--- src/rtl/afg_pkg.sv ---
package afg_pkg;

    // Flag byte geometry: positions are fixed by what downstream logic decodes
    localparam int FLAG_W  = 8;
    localparam int FB_C    = 0;
    localparam int FB_N    = 1;
    localparam int FB_PV   = 2;
    localparam int FB_X    = 3;
    localparam int FB_H    = 4;
    localparam int FB_Y    = 5;
    localparam int FB_Z    = 6;
    localparam int FB_S    = 7;

    typedef enum logic [1:0] {
        OP_ADD     = 2'd0,
        OP_SUB     = 2'd1,
        OP_NEG     = 2'd2,
        OP_ADD_ALT = 2'd3
    } afg_op_e;

    typedef enum logic {
        ST_IDLE = 1'b0,
        ST_SHOW = 1'b1
    } afg_state_e;

    // Packed MSB first, so the field order equals the bit layout above
    typedef struct packed {
        logic sign;
        logic zero;
        logic ybit;
        logic half;
        logic xbit;
        logic pv;
        logic subtract;
        logic carry;
    } afg_flags_t;

endpackage

--- src/rtl/afg_arith.sv ---
module afg_arith
    import afg_pkg::*;
#(
    parameter int DW = 8
) (
    input  afg_op_e         op,
    input  logic [DW-1:0]   acc,
    input  logic [DW-1:0]   opnd,
    output logic [DW-1:0]   res,
    output logic            carry,
    output logic            half,
    output logic            ovf,
    output logic            subtract
);

    localparam int MSB = DW - 1;
    localparam int HB  = DW / 2;
    localparam logic [DW-1:0] MOST_NEG = {1'b1, {(DW-1){1'b0}}};

    logic [DW-1:0] lhs;
    logic          is_sub;
    logic [DW:0]   raw;
    logic [DW-1:0] low;
    logic [DW-1:0] nib_vec;

    // Operand steering: negate is a subtract from zero
    always_comb begin
        lhs    = acc;
        is_sub = 1'b0;
        unique case (op)
            OP_ADD, OP_ADD_ALT: begin
                lhs    = acc;
                is_sub = 1'b0;
            end
            OP_SUB: begin
                lhs    = acc;
                is_sub = 1'b1;
            end
            OP_NEG: begin
                lhs    = '0;
                is_sub = 1'b1;
            end
        endcase
    end

    always_comb begin
        if (is_sub) begin
            raw = {1'b0, lhs} - {1'b0, opnd};
        end else begin
            raw = {1'b0, lhs} + {1'b0, opnd};
        end
        low     = raw[MSB:0];
        nib_vec = lhs ^ opnd ^ low;
    end

    assign res      = low;
    assign half     = nib_vec[HB];
    assign subtract = is_sub;

    // Carry and overflow rules differ per operation
    always_comb begin
        carry = raw[DW];
        ovf   = 1'b0;
        unique case (op)
            OP_ADD, OP_ADD_ALT: begin
                carry = raw[DW];
                ovf   = ~(lhs[MSB] ^ opnd[MSB]) & (opnd[MSB] ^ low[MSB]);
            end
            OP_SUB: begin
                carry = raw[DW];
                ovf   = (lhs[MSB] ^ opnd[MSB]) & (lhs[MSB] ^ low[MSB]);
            end
            OP_NEG: begin
                carry = |opnd;
                ovf   = (opnd == MOST_NEG);
            end
        endcase
    end

endmodule

--- src/rtl/afg_szxy.sv ---
module afg_szxy #(
    parameter int DW = 8
) (
    input  logic [DW-1:0] res,
    output logic          sign,
    output logic          zero,
    output logic          ybit,
    output logic          xbit
);

    localparam int MSB = DW - 1;
    localparam int XB  = DW / 2 - 1;
    localparam int YB  = DW / 2 + 1;

    // Purely a function of the result byte
    always_comb begin
        sign = res[MSB];
        zero = ~|res;
        ybit = res[YB];
        xbit = res[XB];
    end

endmodule

--- src/rtl/afg_core.sv ---
module afg_core
    import afg_pkg::*;
#(
    parameter int DW = 8
) (
    input  afg_op_e       op,
    input  logic [DW-1:0] acc,
    input  logic [DW-1:0] opnd,
    output logic [DW-1:0] res,
    output afg_flags_t    flg
);

    logic c_w, h_w, v_w, n_w;
    logic s_w, z_w, y_w, x_w;

    afg_arith #(.DW(DW)) u_arith (
        .op       (op),
        .acc      (acc),
        .opnd     (opnd),
        .res      (res),
        .carry    (c_w),
        .half     (h_w),
        .ovf      (v_w),
        .subtract (n_w)
    );

    afg_szxy #(.DW(DW)) u_szxy (
        .res  (res),
        .sign (s_w),
        .zero (z_w),
        .ybit (y_w),
        .xbit (x_w)
    );

    always_comb begin
        flg.sign     = s_w;
        flg.zero     = z_w;
        flg.ybit     = y_w;
        flg.half     = h_w;
        flg.xbit     = x_w;
        flg.pv       = v_w;
        flg.subtract = n_w;
        flg.carry    = c_w;
    end

endmodule

--- src/rtl/afg_top.sv ---
module afg_top
    import afg_pkg::*;
#(
    parameter int DW = 8
) (
    input  logic              clk,
    input  logic              rst_n,
    input  logic              in_valid,
    input  logic [1:0]        op,
    input  logic [DW-1:0]     acc,
    input  logic [DW-1:0]     opnd,
    output logic              out_valid,
    output logic [DW-1:0]     result,
    output logic [FLAG_W-1:0] flags
);

    afg_state_e    state_q, state_d;
    logic [DW-1:0] res_c;
    afg_flags_t    flg_c;

    afg_core #(.DW(DW)) u_core (
        .op   (afg_op_e'(op)),
        .acc  (acc),
        .opnd (opnd),
        .res  (res_c),
        .flg  (flg_c)
    );

    // Transitions: CAPTURE, RECAPTURE, EXPIRE
    always_comb begin
        state_d = state_q;
        unique case (state_q)
            ST_IDLE: state_d = in_valid ? ST_SHOW : ST_IDLE;
            ST_SHOW: state_d = in_valid ? ST_SHOW : ST_IDLE;
        endcase
    end

    // State register
    always_ff @(posedge clk or negedge rst_n) begin
        if (!rst_n) begin
            state_q <= ST_IDLE;
        end else begin
            state_q <= state_d;
        end
    end

    // Output registers
    always_ff @(posedge clk or negedge rst_n) begin
        if (!rst_n) begin
            result <= '0;
            flags  <= '0;
        end else if (in_valid) begin
            result <= res_c;
            flags  <= flg_c;
        end
    end

    assign out_valid = (state_q == ST_SHOW);

endmodule

--- config.mk ---
export PLATFORM = sky130hd
export DESIGN_NAME = afg_top
export DESIGN_NICKNAME = d
export VERILOG_FILES = /design/src/rtl/afg_pkg.sv /design/src/rtl/afg_arith.sv /design/src/rtl/afg_szxy.sv /design/src/rtl/afg_core.sv /design/src/rtl/afg_top.sv
export SDC_FILE = /design/constraint.sdc
export NUM_CORES = 1
export LEC_CHECK = 0
export CORE_MARGIN = 3
export CORE_UTILIZATION = 51
export CTS_BUF_LIST = sky130_fd_sc_hd__clkbuf_8
export DETAILED_ROUTE_END_ITERATION = 10
export PLACE_DENSITY = 0.92
export SETUP_SLACK_MARGIN = 0.2
export SYNTH_ARGS = -nofsm -noshare
export SYNTH_HDL_FRONTEND = slang
export SYNTH_HIERARCHICAL = 1
export SYNTH_SLANG_ARGS = --single-unit
--- constraint.sdc ---
create_clock -name clk -period 0.82 [get_ports clk]
set_input_delay 0.123 -clock clk [delete_from_list [all_inputs] [get_ports clk]]
set_output_delay 0.123 -clock clk [all_outputs]
set_load 0.01 [all_outputs]
==> results of run 1 <==
## kinds of logic after synthesis
logic type,after synthesis,synth area share
DFF,17,0.289
AOI/OAI and AO/OA,17,0.0935
adders and majority gates,12,0.107
xor gates and xnor gates,14,0.0884
buffers and inverters,27,0.113
and+or+nand+nor,39,0.155
muxes,17,0.155
## metrics by stage
step | instances | hold WS, ns | cell area [um^2] | utilization
floorplan | 143 | -0.173 | 1590 | -
global placement | 241 | 0.473 | 2210 | 0.847
detailed placement | 241 | 0.476 | 2210 | 0.847
CTS | 260 | 0.209 | 2390 | 0.914
## timing repair
item | 4_1_cts
setup endpoints to repair | 34
resized for setup | 120
pin swaps | 20
cloned | 1
buffers inserted | 14
hold buffers | 0
==> impl_metrics.sql, run 1 <==
INSERT INTO impl_metrics (metric_group, metric, value, unit) VALUES
('status', 'run_status', 'stopped before the end', ''),
('status', 'lastStage', 'global routing', ''),
('status', 'first-error', '[ERROR DPL-0033] detailed placement checks failed during check placement.', ''),
('logic_synthesis', 'post_synth_instance_area', '0.00147', 'mm^2'),
('logic_synthesis', 'synth_async_sr_flop_share', '1.00', ''),
('logic_synthesis', 'most_common_library_cells_after_synthesis', 'dfrtp_1, inv_1, buf_4, ha_1, mux2_4', ''),
('timing', 'grt-worst-endpoint', 'flags[6]$_DFFE_PN0P_/D', ''),
('placed_design', 'io_buffer_count', '37', ''),
('logic_synthesis', 'synth-edff-count', '0', ''),
('logic_synthesis', 'most_area_hungry_cell_type_in_the_yosys_netlist', 'dfrtp_1', ''),
('logic_synthesis', 'synthDistinctLibCells', '38', ''),
('floorplanning', 'die_x', '59.7', 'um'),
('logic_synthesis', 'ys.warnings.count', '6', ''),
('floorplanning', 'die_height', '59.7', 'um'),
('clocking', 'htree_num_levels', '1', ''),
('timing', 'worst_endpoint_kind', 'sequential cell input', ''),
('floorplanning', 'row_count', '18', ''),
('logic_synthesis', 'post_synth_net_total', '176', ''),
('logic_synthesis', 'synth_seq_area_share', '0.289', ''),
('logic_synthesis', 'post_synthesis_cell_count', '143', ''),
('placed_design', 'routabilityCongestion', '0.777', ''),
('floorplanning', 'boundaryPins', '38', ''),
('placed_design', 'pre_cts_ws', '-2.73', 'ns'),
('clocking', 'cts_buffers', '3', ''),
('logic_synthesis', 'syn_avg_cell_area', '10.3', 'um^2'),
('clocking', 'cts_buffer_depth', '2', ''),
('clocking', 'clock_tree.root_cell', 'clkbuf_8', ''),
('logic_synthesis', 'synth_top_cell_area_share', '0.289', ''),
('logic_synthesis', 'synthMostInstantiatedCell', 'dfrtp_1', ''),
('floorplanning', 'start_util', '0.564', ''),
('global_routing', 'antenna_found_initial', '0', ''),
('placed_design', 'dp.final_hpwl', '3.15', 'mm'),
('logic_synthesis', 'ys_seq_elements', '17', ''),
('global_routing', 'grt_max_degree', '18', ''),
('logic_synthesis', 'yosys-top-cells-area', 'dfrtp_1, mux2_4, ha_1', ''),
('logic_synthesis', 'synth-main-ff-cell', 'dfrtp_1', ''),
('clocking', 'tritoncts_num_sinks', '17', '');
==> run 2, diff against run 1 <==
--- a/config.mk
+++ b/config.mk
@@ -6,11 +6,9 @@
 export NUM_CORES = 1
 export LEC_CHECK = 0
 export CORE_MARGIN = 3
-export CORE_UTILIZATION = 51
-export CTS_BUF_LIST = sky130_fd_sc_hd__clkbuf_8
+export CORE_UTILIZATION = 37
 export DETAILED_ROUTE_END_ITERATION = 10
-export PLACE_DENSITY = 0.92
-export SETUP_SLACK_MARGIN = 0.2
+export PLACE_DENSITY_LB_ADDON = 0.15
 export SYNTH_ARGS = -nofsm -noshare
 export SYNTH_HDL_FRONTEND = slang
 export SYNTH_HIERARCHICAL = 1
==> run 2 against run 1 <==
  * The flow now finishes, with violations (negative setup slack)
  * Synthesized cell count is the same
  * Area after synthesis unchanged
==> impl_metrics.sql, run 2 <==
INSERT INTO impl_metrics (metric_group, metric, value, unit) VALUES
('status', 'run_status', 'finished, violations left', ''),
('status', 'violations', 'negative setup slack', ''),
('logic_synthesis', 'ys_seq_elements', '17', ''),
('placed_design', 'detailed_place.area', '0.00229', 'mm^2'),
('setup_path', 'cp_slowest_stage_delay', '0.51', 'ns'),
('clocking', 'clock_insertion_delay_worst_skew', '0.25', 'ns'),
('global_routing', 'track_usage', '0.154', ''),
('setup_path', 'required', '1.02', 'ns'),
('clocking', 'htree_num_levels', '1', ''),
('logic_synthesis', 'most_common_library_cells_after_synthesis', 'dfrtp_1, inv_1, buf_4, ha_1, mux2_4', ''),
('setup_path', 'critical_path.top_delay_family', 'simple AND/OR/NAND/NOR gates', ''),
('placed_design', 'routabilityCongestion', '0.792', ''),
('timing', 'period_share', '3.28', ''),
('setup_path', 'worstSetupPathType', 'primary input to flop', ''),
('timing', 'final_setup_vio_count', '33', ''),
('logic_synthesis', 'synthDistinctLibCells', '38', ''),
('timing', 'skew', '0', 'ns'),
('global_routing', 'groute.layer.met2.usage', '0.279', ''),
('timing', 'maxSlewHeadroom', '0.778', ''),
('timing', 'setup_ws', '-1.87', 'ns'),
('floorplanning', 'floorplan.core_area', '0.00374', 'mm^2'),
('floorplanning', 'die_height', '69.1', 'um'),
('cells_and_area', 'n_fill_cell', '293', ''),
('global_routing', 'met1_usage', '0.177', ''),
('global_routing', 'grt_busiest_layer', 'met2', ''),
('logic_synthesis', 'yosys-top-cells-area', 'dfrtp_1, mux2_4, ha_1', ''),
('cells_and_area', 'area_of_the_multi_input_gates', '0.00108', 'mm^2'),
('routing', 'route.antenna.remaining_nets', '0', ''),
('timing', 'finalHoldViolations', '0', ''),
('logic_synthesis', 'syn_avg_cell_area', '10.3', 'um^2'),
('cells_and_area', 'layout.cells.most_common', 'buf_4', ''),
('placed_design', 'post-place-cells', '267', ''),
('logic_synthesis', 'synthMostInstantiatedCell', 'dfrtp_1', ''),
('global_routing', 'first_pass_grt_wire_length', '6.13', 'mm'),
('setup_path', 'worstPathBufferInverterCount', '4', ''),
('routing', 'total_via_count_after_detailed_routing', '1352', ''),
('global_routing', 'antenna_found_initial', '0', ''),
('cells_and_area', 'antenna-diode-count', '0', ''),
('cells_and_area', 'finalNonFillerCells', '290', ''),
('global_routing', 'grt_max_degree', '18', ''),
('placed_design', 'io_buffer_count', '37', ''),
('clocking', 'clock_tree.root_cell', 'clkbuf_8', ''),
('logic_synthesis', 'ys.warnings.count', '6', ''),
('floorplanning', 'design.die.area', '0.00477', 'mm^2'),
('logic_synthesis', 'synth_seq_area_share', '0.289', ''),
('logic_synthesis', 'synth_async_sr_flop_share', '1.00', ''),
('logic_synthesis', 'synth-edff-count', '0', ''),
('clocking', 'tritoncts_num_sinks', '17', ''),
('clocking', 'ctsHoldBuffers', '0', ''),
('power_and_ir_drop', 'max-vdd-ir-drop', '0.712', 'mV'),
('setup_path', 'crit_path_frequent_cell', 'buf_4', ''),
('logic_synthesis', 'most_area_hungry_cell_type_in_the_yosys_netlist', 'dfrtp_1', ''),
('logic_synthesis', 'post_synth_net_total', '176', ''),
('floorplanning', 'row_count', '22', ''),
('cells_and_area', 'layout_common_cells', 'buf_4, dfrtp_1, buf_2, mux2_4', ''),
('global_routing', 'grt_pass1_vias', '1416', ''),
('cells_and_area', 'nets', '276', ''),
('clocking', 'cts_buffer_depth', '2', ''),
('power_and_ir_drop', 'power_density', '2140', 'mW/mm^2'),
('floorplanning', 'die_x', '69.1', 'um'),
('logic_synthesis', 'synth-main-ff-cell', 'dfrtp_1', ''),
('logic_synthesis', 'synth_top_cell_area_share', '0.289', ''),
('min_path', 'worst_hold_path_type', 'primary input to async pin', ''),
('routing', 'drt_iter0_markers', '68', ''),
('clocking', 'cts_buffers', '3', ''),
('timing', 'grt_setup_unrepaired', 'true', ''),
('clocking', 'cts_tree', 'done', ''),
('timing', 'fmaxAchievable', '0.372', 'GHz'),
('cells_and_area', 'flow.area_growth_from_synthesis', '74.2', '%'),
('cells_and_area', 'drive_gt1_frac', '0.636', ''),
('logic_synthesis', 'post_synth_instance_area', '0.00147', 'mm^2'),
('placed_design', 'dp.final_hpwl', '2.75', 'mm'),
('setup_path', 'critical_path.cell_chain', 'buf_12 > inv_12 > ha_4 > o31ai_4 > xor2_1 > ha_1 > buf_4 > buf_4 > o21ai_1 > nand2b_1 > a31oi_2 > nor2b_4 > xnor2_2 > or4_4 > nor2_2 > mux2_4', ''),
('flow_run', 'max_cap_viol_count', '0', ''),
('routing', 'drt_drc_violations_left', '0', ''),
('routing', 'drtPass1Iterations', '4', ''),
('placed_design', 'pre_cts_ws', '-2.68', 'ns'),
('cells_and_area', 'postLayoutCellArea', '0.00256', 'mm^2'),
('floorplanning', 'start_util', '0.393', ''),
('power_and_ir_drop', 'p_leak', '1.26', 'nW'),
('setup_path', 'crit_path_end_kind', 'flop', ''),
('timing', 'period_minus_slack', '2.69', 'ns'),
('routing', 'wirelength', '3.87', 'mm'),
('global_routing', 'global_route_track_usage_on_met3', '0.0292', ''),
('global_routing', 'grt_overflow_total', '0', ''),
('setup_path', 'cell_with_the_biggest_individual_delay_on_the_critical_path', 'or4_4', ''),
('setup_path', 'cp-start-kind', 'primary input', ''),
('setup_path', 'worstPathMaxFanout', '6', ''),
('routing', 'drt-wirelength-per-cell', '13.3', 'um'),
('floorplanning', 'boundaryPins', '38', ''),
('routing', 'post_drt_via_cell_ratio', '4.66', ''),
('cells_and_area', 'seqCellArea', '425', 'um^2'),
('timing', 'timing_max_transition_violations_final', '0', ''),
('clocking', 'cts.reportedPaths.clkPinSlew', '0.06', 'ns'),
('setup_path', 'worst_ep_arrival_time', '2.88', 'ns'),
('logic_synthesis', 'post_synthesis_cell_count', '143', ''),
('timing', 'worstMarginPinSlew', '0.332', 'ns');
## run 2: cell counts after synthesis
No cell type changed its count.
## run 2: what timing repair did
action / 4_1_cts / 5_1_grt
setup endpoints to repair: 33 / 33
setup buffers: 14 / 6
pin swaps: 24 / 10
gates resized for setup: 133 / 12
## run 2: worst paths after layout
| path | start | to | slack (ns) | cells past startpoint |
|---|---|---|---|---|
| setup / recovery | op[0] | flags[6] | -1.87 | 16 |
| setup reg to reg | result[6] | result[6] | -0.07 | 2 |
| hold reg to reg | flags[1] | flags[1] | 0.54 | 1 |
| min in group clk | in_valid | out_valid | 0.35 | 2 |
| hold / removal | rst_n | result[4] | 0.20 | 2 |
| max in group asynchronous | rst_n | result[7] | 0.50 | 2 |
## run 2: through the flow
stage / setup TNS, ns / power (mW) / utilization / hold WS, ns
after floorplan: -19.48 / 3.05 / - / -0.173
after global placement: -34.18 / 4.42 / 0.613 / 0.474
after detailed placement: -34.91 / 4.49 / 0.613 / 0.470
after CTS: -20.65 / 5.27 / 0.660 / 0.200
after global routing: -23.05 / 5.84 / 0.685 / 0.208
final: -21.34 / 5.48 / 0.685 / 0.200
## run 2: layout make-up
cell class | count | area share
clock buffer | 4 | 0.0176
inverter | 12 | 0.0244
multi-input combinational | 99 | 0.421
sequential | 17 | 0.166
tap | 48 | 0.0234
timing repair buffer | 110 | 0.347
## run 2: power breakdown
part	internal (mW)	leakage (nW)	switching, mW
combinational	2.23	1.04	1.34
clock	0.345	0.0228	0.266
sequential	1.14	0.202	0.155
## run 2: metal layers
metal	vias to the layer above	wire length (um)
met5	-	0
met4	0	58
met3	6	171
met2	33	2150
met1	637	1490
li1	676	-
## run 2: cell families (layout without fill, tap and decap cells)
logic type	count (synthesis)	count (layout)	synth area share
and+or+nand+nor	39	39	0.155
buffers and inverters	27	126	0.113
AOI/OAI and AO/OA	17	17	0.0935
muxes	17	17	0.155
DFF	17	17	0.289
xor gates and xnor gates	14	14	0.0884
adders and majority gates	12	12	0.107
## run 2: worst register-to-register path, stage by stage, from the launching register on
cell,delay (ns)
dfrtp_1,0.39
buf_4,0.13
mux2_4,0.26
Power figures use the tool's default switching activity.
==> run 3, diff against run 2 <==
--- a/config.mk
+++ b/config.mk
@@ -5,6 +5,7 @@
 export SDC_FILE = /design/constraint.sdc
 export NUM_CORES = 1
 export LEC_CHECK = 0
+export ABC_AREA = 1
 export CORE_MARGIN = 3
 export CORE_UTILIZATION = 37
 export DETAILED_ROUTE_END_ITERATION = 10
==> run 3 against run 2 <==
  * Sequential share of layout area down 1.2 points
  * The flow still finishes with violations (negative setup slack)
  * Power down 8.6%
  * Clock power up 3%
  * Flip-flop and latch count unchanged
  * Largest power group unchanged
==> impl_metrics.sql, run 3 <==
INSERT INTO impl_metrics (metric_group, metric, value, unit) VALUES
('status', 'run_status', 'finished, violations left', ''),
('status', 'violations', 'negative setup slack', ''),
('logic_synthesis', 'synth_fa_ha_area_frac', '0.103', ''),
('logic_synthesis', 'synthMostInstantiatedCell', 'nand2_1', ''),
('setup_path', 'worstPathMaxFanout', '3', ''),
('logic_synthesis', 'yosys-top-cells-area', 'dfrtp_1, nand2_1, ha_1', ''),
('global_routing', 'track_usage', '0.161', ''),
('timing', 'finalHoldViolations', '0', ''),
('clocking', 'htree_num_levels', '1', ''),
('clocking', 'clock_tree.root_cell', 'clkbuf_8', ''),
('logic_synthesis', 'post_synth_net_total', '255', ''),
('floorplanning', 'die_height', '70.4', 'um'),
('setup_path', 'reg2reg_setup_slack', '-0.03', 'ns'),
('floorplanning', 'die_x', '70.4', 'um'),
('setup_path', 'cp-start-kind', 'primary input', ''),
('routing', 'route.antenna.remaining_nets', '0', ''),
('global_routing', 'grt_pass1_vias', '1572', ''),
('global_routing', 'grt_overflow_total', '0', ''),
('global_routing', 'grt_max_degree', '18', ''),
('timing', 'maxSlewHeadroom', '0.838', ''),
('timing', 'skew', '0', 'ns'),
('routing', 'drt-wirelength-per-cell', '10.7', 'um'),
('setup_path', 'crit_path_end_kind', 'flop', ''),
('floorplanning', 'row_count', '22', ''),
('logic_synthesis', 'ys.warnings.count', '6', ''),
('logic_synthesis', 'most_area_hungry_cell_type_in_the_yosys_netlist', 'dfrtp_1', ''),
('logic_synthesis', 'post_synth_instance_area', '0.00153', 'mm^2'),
('clocking', 'tritoncts_num_sinks', '17', ''),
('timing', 'worstMarginPinSlew', '0.242', 'ns'),
('clocking', 'cts_buffers', '3', ''),
('floorplanning', 'design.die.area', '0.00495', 'mm^2'),
('cells_and_area', 'layout.cells.most_common', 'buf_4', ''),
('cells_and_area', 'flow.area_growth_from_synthesis', '80.3', '%'),
('setup_path', 'worst_r2r_path_depth', '4', ''),
('routing', 'drtPass1Iterations', '4', ''),
('setup_path', 'worstReg2RegEnd', 'flags[6]', ''),
('min_path', 'worst_hold_path_type', 'primary input to async pin', ''),
('timing', 'grt_setup_unrepaired', 'true', ''),
('power_and_ir_drop', 'power_density', '1810', 'mW/mm^2'),
('logic_synthesis', 'synth_compound_gate_area_share', '0.0408', ''),
('placed_design', 'routabilityCongestion', '0.831', ''),
('global_routing', 'first_pass_grt_wire_length', '6.56', 'mm'),
('logic_synthesis', 'post_synthesis_cell_count', '222', ''),
('routing', 'post_drt_via_cell_ratio', '4.49', ''),
('timing', 'timing_max_transition_violations_final', '0', ''),
('setup_path', 'worstPathBufferInverterCount', '5', ''),
('power_and_ir_drop', 'p_leak', '1.48', 'nW'),
('clocking', 'cts_tree', 'done', ''),
('timing', 'fmaxAchievable', '0.514', 'GHz'),
('cells_and_area', 'nets', '352', ''),
('routing', 'drt_iter0_markers', '47', ''),
('placed_design', 'io_buffer_count', '37', ''),
('timing', 'final_setup_vio_count', '31', ''),
('logic_synthesis', 'ys_seq_elements', '17', ''),
('logic_synthesis', 'synth_top_cell_area_share', '0.277', ''),
('logic_synthesis', 'synthDistinctLibCells', '26', ''),
('logic_synthesis', 'synth-edff-count', '0', ''),
('placed_design', 'detailed_place.area', '0.00235', 'mm^2'),
('logic_synthesis', 'syn_avg_cell_area', '6.91', 'um^2'),
('cells_and_area', 'antenna-diode-count', '0', ''),
('power_and_ir_drop', 'post-layout-total-power', '5.01', 'mW'),
('routing', 'drt_drc_violations_left', '0', ''),
('setup_path', 'worstSetupPathType', 'primary input to flop', ''),
('clocking', 'cts.reportedPaths.clkPinSlew', '0.07', 'ns'),
('timing', 'period_minus_slack', '1.94', 'ns'),
('clocking', 'ctsHoldBuffers', '0', ''),
('floorplanning', 'boundaryPins', '38', ''),
('timing', 'period_share', '2.37', ''),
('routing', 'wirelength', '3.92', 'mm'),
('logic_synthesis', 'most_common_library_cells_after_synthesis', 'nand2_1, inv_1, dfrtp_1', ''),
('logic_synthesis', 'synth_top_family_by_area', 'simple AND/OR/NAND/NOR gates', ''),
('power_and_ir_drop', 'max-vdd-ir-drop', '0.754', 'mV'),
('cells_and_area', 'layout_common_cells', 'buf_4, nand2_1, nand2_2, inv_1, buf_2', ''),
('logic_synthesis', 'area_share_of_and_or_nand_nor_cells_after_synthesis', '0.338', ''),
('setup_path', 'cell_with_the_biggest_individual_delay_on_the_critical_path', 'ha_4', ''),
('logic_synthesis', 'synth_seq_area_share', '0.277', ''),
('setup_path', 'worst_ep_arrival_time', '2.09', 'ns'),
('floorplanning', 'floorplan.core_area', '0.00383', 'mm^2'),
('timing', 'setup_ws', '-1.12', 'ns'),
('routing', 'total_via_count_after_detailed_routing', '1644', ''),
('setup_path', 'cp_slowest_stage_delay', '0.24', 'ns'),
('flow_run', 'max_cap_viol_count', '0', ''),
('cells_and_area', 'drive_gt1_frac', '0.531', ''),
('global_routing', 'antenna_found_initial', '0', ''),
('placed_design', 'dp.final_hpwl', '2.83', 'mm'),
('logic_synthesis', 'synth_async_sr_flop_share', '1.00', ''),
('logic_synthesis', 'synth_xor_xnor_area_share', '0.0685', ''),
('logic_synthesis', 'synth-main-ff-cell', 'dfrtp_1', ''),
('floorplanning', 'start_util', '0.401', ''),
('setup_path', 'critical_path.cell_chain', 'buf_6 > inv_6 > ha_4 > nand2_4 > nor2_4 > nand2_2 > nand2_2 > xor2_1 > inv_1 > ha_4 > nand2_4 > inv_2 > a21oi_4 > nand2_2 > nand2_2 > nand3_1 > nand3_2 > nand2_1 > nand2_1 > inv_1 > nand2_1 > nand2_1', ''),
('setup_path', 'worst_r2r_startpoint', 'flags[6]', ''),
('clocking', 'cts_buffer_depth', '2', ''),
('setup_path', 'critical_path.top_delay_family', 'simple AND/OR/NAND/NOR gates', ''),
('clocking', 'clock_insertion_delay_worst_skew', '0.25', 'ns'),
('setup_path', 'required', '0.97', 'ns'),
('logic_synthesis', 'yosys-mux-area-fraction', '0', ''),
('cells_and_area', 'postLayoutCellArea', '0.00277', 'mm^2');
==> run 3: cell count changes in the layout (fill, tap and decap cells not counted), sizes merged, moves of 5 or more <==
cell and change:
nand2 +81, inv +21, o21ai -5, mux2 -16, nor2 +10, nand3 +10, nor2b -10
==> run 3: cell families (layout without fill, tap and decap cells) <==
| logic type | after synthesis | in the layout |
|---|---|---|
| AND/OR/NAND/NOR | 122 | 122 |
| XOR/XNOR | 12 | 12 |
| adder cells (fa/ha/maj) | 12 | 12 |
| AO/OA/AOI/OAI | 11 | 11 |
| flip-flops | 17 | 17 |
| buffers and inverters | 48 | 144 |
==> run 3: cell type report <==
class / instances / area [um^2]
Clock buffer: 3 / 41.3
Clock inverter: 1 / 5.00
Fill cell: 311 / 1060
Inverter: 33 / 156
Multi-Input combinational cell: 157 / 1210
Sequential cell: 17 / 425
Tap cell: 48 / 60.1
Timing Repair Buffer: 107 / 866
==> run 3: routing by layer <==
layer,up-vias,track usage,share of wire
met2,31,0.297,0.51
li1,861,-,-
met1,748,0.189,0.44
met3,4,0.0201,0.046
met4,0,0.0553,0.011
met5,-,0,0
==> run 3: through the flow <==
step	setup slack [ns]	utilization	TNS [ns]	hold WS, ns	std cells
2_1_floorplan	-1.24	-	-13.80	-0.173	222
3_3_place_gp	-1.89	0.615	-28.14	0.456	338
3_5_place_dp	-1.94	0.615	-28.78	0.463	338
4_1_cts	-1.09	0.678	-14.34	0.202	358
5_1_grt	-1.29	0.723	-16.58	0.211	366
6_report	-1.12	0.723	-14.41	0.202	366
==> run 3: how the worst max path moves through the flow <==
stage               startpoint  endpoint  cells past startpoint
global route           opnd[0]  flags[2]                     22
finish                 opnd[0]  flags[2]                     22
global placement       opnd[1]  flags[2]                     21
detailed placement     opnd[1]  flags[2]                     21
CTS                      op[0]  flags[6]                     18
floorplan                op[0]  flags[6]                     18
==> run 3: where the power goes <==
group	leakage [nW]	internal, mW	total, mW	switching (mW)
sequential	0.209	1.04	1.14	0.0937
combinational	1.24	1.79	3.24	1.45
clock	0.0255	0.337	0.627	0.290
==> run 3: timing repair <==
item	in CTS	in global routing
endpoints found under the setup margin	33	32
buffers inserted	16	9
pin swaps	41	22
resized for setup	141	26
==> run 4, diff against run 3 <==
--- a/config.mk
+++ b/config.mk
@@ -6,6 +6,7 @@
 export NUM_CORES = 1
 export LEC_CHECK = 0
 export ABC_AREA = 1
+export ABC_CLOCK_PERIOD_IN_PS = 820
 export CORE_MARGIN = 3
 export CORE_UTILIZATION = 37
 export DETAILED_ROUTE_END_ITERATION = 10
==> results of run 4 <==
The final DEF is identical to that of run 3; final timing and power are the same.
